File: config.mk
export PLATFORM = sky130hd
export DESIGN_NAME = trig_latch_sum
export DESIGN_NICKNAME = d
export VERILOG_FILES = /design/src/rtl/trl_pkg.sv /design/src/rtl/trl_edge.sv /design/src/rtl/trl_data_hold.sv /design/src/rtl/trl_sum_hold.sv /design/src/rtl/trig_latch_sum.sv
export SDC_FILE = /design/constraint.sdc
export NUM_CORES = 1
export LEC_CHECK = 0
export BUFFER_PORTS_ARGS = -buffer_cell sky130_fd_sc_hd__buf_2
export CORE_MARGIN = 1
export CORE_UTILIZATION = 30
export DETAILED_ROUTE_END_ITERATION = 10
export GPL_TIMING_DRIVEN = 0
export HOLD_SLACK_MARGIN = 0.1
export PLACE_DENSITY = 0.66
export SYNTH_ARGS = -nofsm -noshare
export SYNTH_HDL_FRONTEND = slang
export SYNTH_SLANG_ARGS = --single-unit
File: constraint.sdc
create_clock -name clk -period 1.55 [get_ports clk]
set_input_delay 0.2325 -clock clk [delete_from_list [all_inputs] [get_ports clk]]
set_output_delay 0.2325 -clock clk [all_outputs]
set_load 0.03 [all_outputs]
File: src/rtl/trl_pkg.sv
package trl_pkg;
  typedef enum logic [1:0] {
    MD_STROBED = 2'd0,
    MD_FANOUT  = 2'd1,
    MD_SUMHOLD = 2'd2,
    MD_ALT     = 2'd3
  } trl_mode_e;

  localparam int LED_W = 3;

  function automatic logic is_fanout(input logic [1:0] m);
    return trl_mode_e'(m) == MD_FANOUT;
  endfunction

  function automatic logic is_sumhold(input logic [1:0] m);
    return trl_mode_e'(m) == MD_SUMHOLD;
  endfunction

  // effective latch drive: optionally qualified by the OR sum
  function automatic logic drive_of(input logic stb, input logic gate, input logic any);
    return stb & (any | ~gate);
  endfunction
endpackage

File: src/rtl/trl_edge.sv
module trl_edge (
  input  logic clk,
  input  logic rst,
  input  logic lvl_i,
  output logic lvl_o,
  output logic rise_o,
  output logic fall_o
);
  logic cur_q, prv_q;

  always_ff @(posedge clk) begin
    if (rst) begin
      cur_q <= 1'b0;
      prv_q <= 1'b0;
    end else begin
      cur_q <= lvl_i;
      prv_q <= cur_q;
    end
  end

  assign lvl_o  = cur_q;
  assign rise_o = cur_q & ~prv_q;
  assign fall_o = prv_q & ~cur_q;
endmodule

File: src/rtl/trl_data_hold.sv
module trl_data_hold #(
  parameter int W = 32
) (
  input  logic         clk,
  input  logic         rst,
  input  logic         en_i,
  input  logic [W-1:0] d_i,
  output logic [W-1:0] q_o
);
  logic [W-1:0] q_r;

  always_ff @(posedge clk) begin
    if (rst)       q_r <= '0;
    else if (en_i) q_r <= d_i;
  end

  assign q_o = q_r;
endmodule

File: src/rtl/trl_sum_hold.sv
module trl_sum_hold (
  input  logic clk,
  input  logic rst,
  input  logic clr_i,
  input  logic cap_i,
  input  logic d_i,
  output logic q_o
);
  logic q_r;

  always_ff @(posedge clk) begin
    if (rst || clr_i) q_r <= 1'b0;
    else if (cap_i)   q_r <= d_i;
  end

  assign q_o = q_r;
endmodule

File: src/rtl/trig_latch_sum.sv
module trig_latch_sum #(
  parameter int W = 32
) (
  input  logic                       clk,
  input  logic                       rst,
  input  logic [1:0]                 mode_i,
  input  logic                       gate_sum_i,
  input  logic [W-1:0]               trig_i,
  input  logic                       latch_stb_i,
  input  logic                       glob_stb_i,
  input  logic                       glob_clr_i,
  input  logic                       blank_i,
  output logic [W-1:0]               data_o,
  output logic                       sum_o,
  output logic                       sum_held_o,
  output logic [trl_pkg::LED_W-1:0]  led_o
);
  import trl_pkg::*;

  // named internal events, visible to the bound checker
  logic any_set;
  logic drive_now;
  logic drive_lvl, drive_rise, drive_fall;
  logic glob_lvl, glob_rise, glob_fall;
  logic data_en, sum_cap;

  assign any_set   = |trig_i;
  assign drive_now = drive_of(latch_stb_i, gate_sum_i, any_set);

  trl_edge u_drive (
    .clk(clk), .rst(rst), .lvl_i(drive_now),
    .lvl_o(drive_lvl), .rise_o(drive_rise), .fall_o(drive_fall)
  );

  trl_edge u_glob (
    .clk(clk), .rst(rst), .lvl_i(glob_stb_i),
    .lvl_o(glob_lvl), .rise_o(glob_rise), .fall_o(glob_fall)
  );

  assign data_en = is_fanout(mode_i) | drive_lvl | drive_fall;
  assign sum_cap = is_sumhold(mode_i) ? drive_fall : glob_rise;

  trl_data_hold #(.W(W)) u_data (
    .clk(clk), .rst(rst), .en_i(data_en), .d_i(trig_i), .q_o(data_o)
  );

  trl_sum_hold u_sum (
    .clk(clk), .rst(rst), .clr_i(glob_clr_i), .cap_i(sum_cap),
    .d_i(any_set), .q_o(sum_held_o)
  );

  assign sum_o = any_set;
  assign led_o = blank_i ? '0 : {sum_held_o, any_set, drive_lvl};

  logic unused_ok;
  assign unused_ok = drive_rise ^ glob_lvl ^ glob_fall;
endmodule

Word-level counts from Yosys, hierarchy flattened
Cells that the tools add are included.

Bits of input ports: 41. Bits in writable memories: 0. Register bits after elaboration: 37. Memories kept: 0. Logic and storage cells: 21. Bits in read-only memories: 0. Latch bits: 0.

Magnitude comparators: 0. Reduce and logical (&&, ||, !) cells: 2. Equality and inequality tests: 2. Multipliers: 0. Shifts and indexed selects: 0. Divide/modulo/power cells: 0. Mux-type cells: 2. $add $sub $neg: 0. Bitwise gates (word level): 9.

Operators with widths (number): $reduce_or 32->1 (1); $and 1x1->1 (3); $mux 3 (1); $not 1->1 (3); $or 1x1->1 (3); $eq 2x1->1 const B (1); $eq 2x2->1 const B (1); $logic_or 1x1->1 (1); $mux 1 (1).

Depth between registers and ports, before layout
Depth in word-level cells: 3. Gate-level depth with buffers: 5.

Hierarchy
A second synthesis with hierarchy kept.

Cell total of the unflattened synthesis: 139. Area, all modules: 1461.4 um^2.

Modules (own cells, without submodules): trl_data_hold (cells an instance 103, instances 1, area an instance 1163.6 um^2, sequential area each 640.6 um^2); trl_edge (cells an instance 6, instances 2, area an instance 65.1 um^2, sequential area each 40.0 um^2); trig_latch_sum (cells an instance 21, instances 1, area an instance 127.6 um^2, sequential area each 0.0 um^2); trl_sum_hold (cells an instance 3, instances 1, area an instance 40.0 um^2, sequential area each 20.0 um^2).

Least setup slack after synthesis
No wires, ideal clock.

Path kind: register -> register. From: reg u_drive.cur_q, in the netlist u_drive.lvl_o. To: reg u_data.q_r[10], in the netlist u_data.q_o[10]. Arrival time: 1.214 ns. Library setup time: 0.070 ns. Stages on the path, launching flop included: 6. Period minus slack after synthesis: 1.284 ns. Required time: 1.480 ns. Slack: 0.266 ns. Cell sequence: dfxtp_1 > or2_1 > buf_6 > buf_6 > or3b_1 > a21oi_1.

Longest elaborated chain between the ends: 3. Elaborated cells on any way between the ends: 4. Those cells by class: bitwise (4).

RTL lines: start, declared (line trl_edge.sv:9) `logic cur_q, prv_q;`; start signal, assigned (line trl_edge.sv:16) `cur_q <= lvl_i;`; $not 1->1 (line trl_edge.sv:23) `assign fall_o = prv_q & ~cur_q;`; $and 1x1->1 (line trl_edge.sv:23); $or 1x1->1 (*) (line trig_latch_sum.sv:40) `assign data_en = is_fanout(mode_i) | drive_lvl | drive_fall;`; end signal, assigned (line trl_data_hold.sv:14) `else if (en_i) q_r <= d_i;`; end, declared (line trl_data_hold.sv:10) `logic [W-1:0] q_r;`.

Mark *: on every way between the ends. The rest lies on a longest branch, timed or not. A chain may end at the register's enable or synchronous reset.

Worst setup path after layout
From: in trig_i[26]. To: out led_o[1] (netlist bit).

Longest elaborated chain between the ends: 2.

RTL lines: start, declared (line trig_latch_sum.sv:8) `input logic [W-1:0] trig_i,`; $reduce_or 32->1 (line trig_latch_sum.sv:27) `assign any_set = |trig_i;`; $mux 3 (line trig_latch_sum.sv:53) `assign led_o = blank_i ? '0 : {sum_held_o, any_set, drive_lvl};`; end, declared (line trig_latch_sum.sv:16) `output logic [trl_pkg::LED_W-1:0] led_o`.

No other way between the ends.

==> impl_metrics.py <==
metrics = {
    "run_status": {
        "status": "finished with violations",
        "violations": "negative setup slack",
    },
    "cts": {
        "numCtsBuffers": 5,
        "clk_pin_slew_ns": 0.07,
        "cts_max_level": 2,
        "clk_latency_ns": 0.29,
        "cts_setup_buffers": 0,
        "cts_sinks": 37,
        "cts_tree": "done",
        "ctsLongestPathBuffers": 2,
        "clockRootBuffer": "clkbuf_8",
        "cts_hold_buffers": 0,
    },
    "timing": {
        "hold_viol_final": 0,
        "tightest_slew_ns": 0.462,
        "relSlewSlack": 0.692,
        "maxSlewViolCount": 0,
        "setup_ws_ns": -0.0106,
        "fin_crit_sh": 1.01,
        "max_freq_mhz": 641,
        "min_period_ns": 1.56,
        "setup_violations": 1,
        "clock_skew_ns": 0.00640,
        "rsz0062_at_grt": "false",
        "hold-worst-slack_ns": 0.140,
    },
    "synth": {
        "yosys.area.top_type_share": 0.455,
        "synth.area.top_cells": "dfxtp_1 46%, or3b_1 17%, a21oi_1 10%, o21ai_0 6.1%, o21ai_1 4.0%",
        "synth_cells": 180,
        "synth_compound_area_frac": 0.220,
        "syn_area_per_cell_um2": 9.04,
        "synth_top_area_cell": "dfxtp_1",
        "synth_xor_area_frac": 0,
        "synth.area.mux_share": 0,
        "synth.distinct_cells": 21,
        "yosys.area_share.simple": 0.260,
        "syn_nets": 221,
        "synth_fa_ha_area_frac": 0,
        "netlist_area_um2": 1630,
        "synth_top_family_by_area": "simple AND/OR/NAND/NOR gates",
        "synth-seq-cells": 37,
        "ys_seq_area_frac": 0.455,
        "yosysWarnings": 0,
    },
    "global_route": {
        "antenna_found_initial": 0,
        "grt_pass1_vias": 1459,
        "groute.usage.overall": 0.160,
        "grt_start_max_net_pins": 11,
        "grt_pass1_wl_um": 6760,
        "grt_remaining_overflow": 0,
    },
    "cells_and_area": {
        "final_nets": 304,
        "syn_to_final_growth_pct": 35.0,
        "final_area_um2": 2200,
        "drive_gt1_frac": 0.350,
        "stdcell_count": 333,
        "antenna_cells": 0,
        "fin_util": 0.425,
    },
    "placement": {
        "io_buffers": 76,
        "dpl_cell_area_um2": 2100,
        "place.gp.congestion": 0.704,
        "dp_cells": 326,
        "dp_hpwl_um": 3130,
    },
    "floorplan": {
        "die_area_um2": 5720,
        "design.core.area_um2": 5170,
        "fp.dieW_um": 75.7,
        "start_util": 0.315,
        "io_pins": 78,
        "dieHeight_um": 75.7,
        "rows": 26,
    },
    "power_and_ir_drop": {
        "power_per_cell_area_nw_per_um2": 991,
        "power_mw": 2.18,
        "p_leak_nw": 0.918,
        "ir_drop_mv": 0.311,
    },
    "setup_path": {
        "crit_type": "primary input to output port",
        "crit_chain": "buf_2 > nor4_1 > and4_2 > a21oi_1 > buf_2",
        "cpMaxStageDelayCell": "nor4_1",
        "critPathMostFrequentCell": "buf_2",
        "end_kind": "output port",
        "cp_data_arrival_time_ns": 1.33,
        "path_buf_inv": 2,
        "cp-start-kind": "primary input",
        "worstPathMaxFanout": 4,
        "crit_required_ns": 1.32,
        "slowest_delay_ns": 0.37,
        "cp_top_family": "simple AND/OR/NAND/NOR gates",
    },
    "routing": {
        "ant_nets": 0,
        "vias": 1649,
        "post_drt_wl_per_cell_um": 13.3,
        "drtPass1Iterations": 4,
        "vias_per_cell": 4.95,
        "routed_wl_um": 4430,
        "drt_iter0_markers": 66,
        "drc": 0,
    },
    "min_path": {
        "holdCritPathClass": "primary input to flip-flop",
    },
    "job": {
        "drv_cap": 0,
    },
}
Yosys cell counts:
cell type  number
clkbuf_1       12
buf_1           1
or2_1           1
or3b_1         32
nand2_1         1
a21oi_1        33
inv_1           2
and4_1          2
o211a_1         1
dfxtp_1        37
nand4bb_1       1
nor4_1          8
nand2b_1        1
o21ai_0        20
nor2b_1         6
buf_2           1
o21ai_1        13
nor2_1          1
buf_6           4
a311oi_1        2
or2_2           1
state kept, by name (all words and copies together) (netlist names):
name	cells
u_drive.lvl_o	1
u_sum.q_o	1
u_glob.lvl_o	1
u_data.q_o	32
u_drive.prv_q	1
u_glob.prv_q	1
per-stage QoR:
stage | worst slack [ns] | setup TNS [ns]
6_report | -0.0106 | -0.0106
5_1_grt | 0.000170 | 0
4_1_cts | 0.000808 | 0
3_5_place_dp | -0.0192 | -0.0231
3_3_place_gp | -0.0494 | -0.0730
2_1_floorplan | 0.266 | 0
path summary, 6_finish.rpt:
path / slack, ns / from / endpoint / depth (start not counted)
hold reg to reg: 0.47 / u_glob.lvl_o / u_glob.prv_q / 1
setup / recovery: -0.01 / trig_i[26] / led_o[1] / 5
setup reg to reg: 0.16 / u_drive.lvl_o / u_data.q_o[7] / 5
hold / removal: 0.14 / gate_sum_i / u_drive.lvl_o / 2
layout make-up:
cell class | count | area (um2)
plain buffers | 18 | 98.8
clock buffers | 7 | 86.3
fillers | 533 | 2980
inverters | 2 | 7.51
multi-input cells | 123 | 796
flip-flops and latches | 37 | 741
well taps | 70 | 87.6
repair buffers | 76 | 380
repair_timing:
action                                  CTS  global route
endpoints found under the setup margin    2             2
pin swaps                                 0             1
resized for setup                         2             2
placed cells by master (no fill, tap or decap), types with 4 or more instances in the layout:
cell and instances:
a21oi_1 33, buf_2 77, buf_6 4, clkbuf_1 13, clkbuf_8 6, dfxtp_1 37, nor2b_1 6, nor4_1 6
o21ai_0 20, o21ai_1 13, or3b_1 32
logic make-up after synthesis:
group,count (synthesis)
AO/OA/AOI/OAI,69
buffers and inverters,20
flip-flops,37
AND/OR/NAND/NOR,54
per-layer routing:
| metal | track usage | vias to the layer above | wire length [um] |
|---|---|---|---|
| li1 | - | 826 | - |
| met1 | 0.213 | 754 | 2090 |
| met2 | 0.247 | 63 | 1990 |
| met3 | 0.0397 | 6 | 287 |
| met4 | 0.0679 | 0 | 63 |
| met5 | 0 | - | 0 |
where the power goes:
part / leakage [nW] / internal, mW / switching, mW / total, mW
sequential: 0.305 / 1.01 / 0.0260 / 1.04
combinational: 0.568 / 0.170 / 0.287 / 0.457
clock: 0.0443 / 0.353 / 0.329 / 0.681
total: 0.918 / 1.54 / 0.641 / 2.18
(Power assumes the default switching activity.)
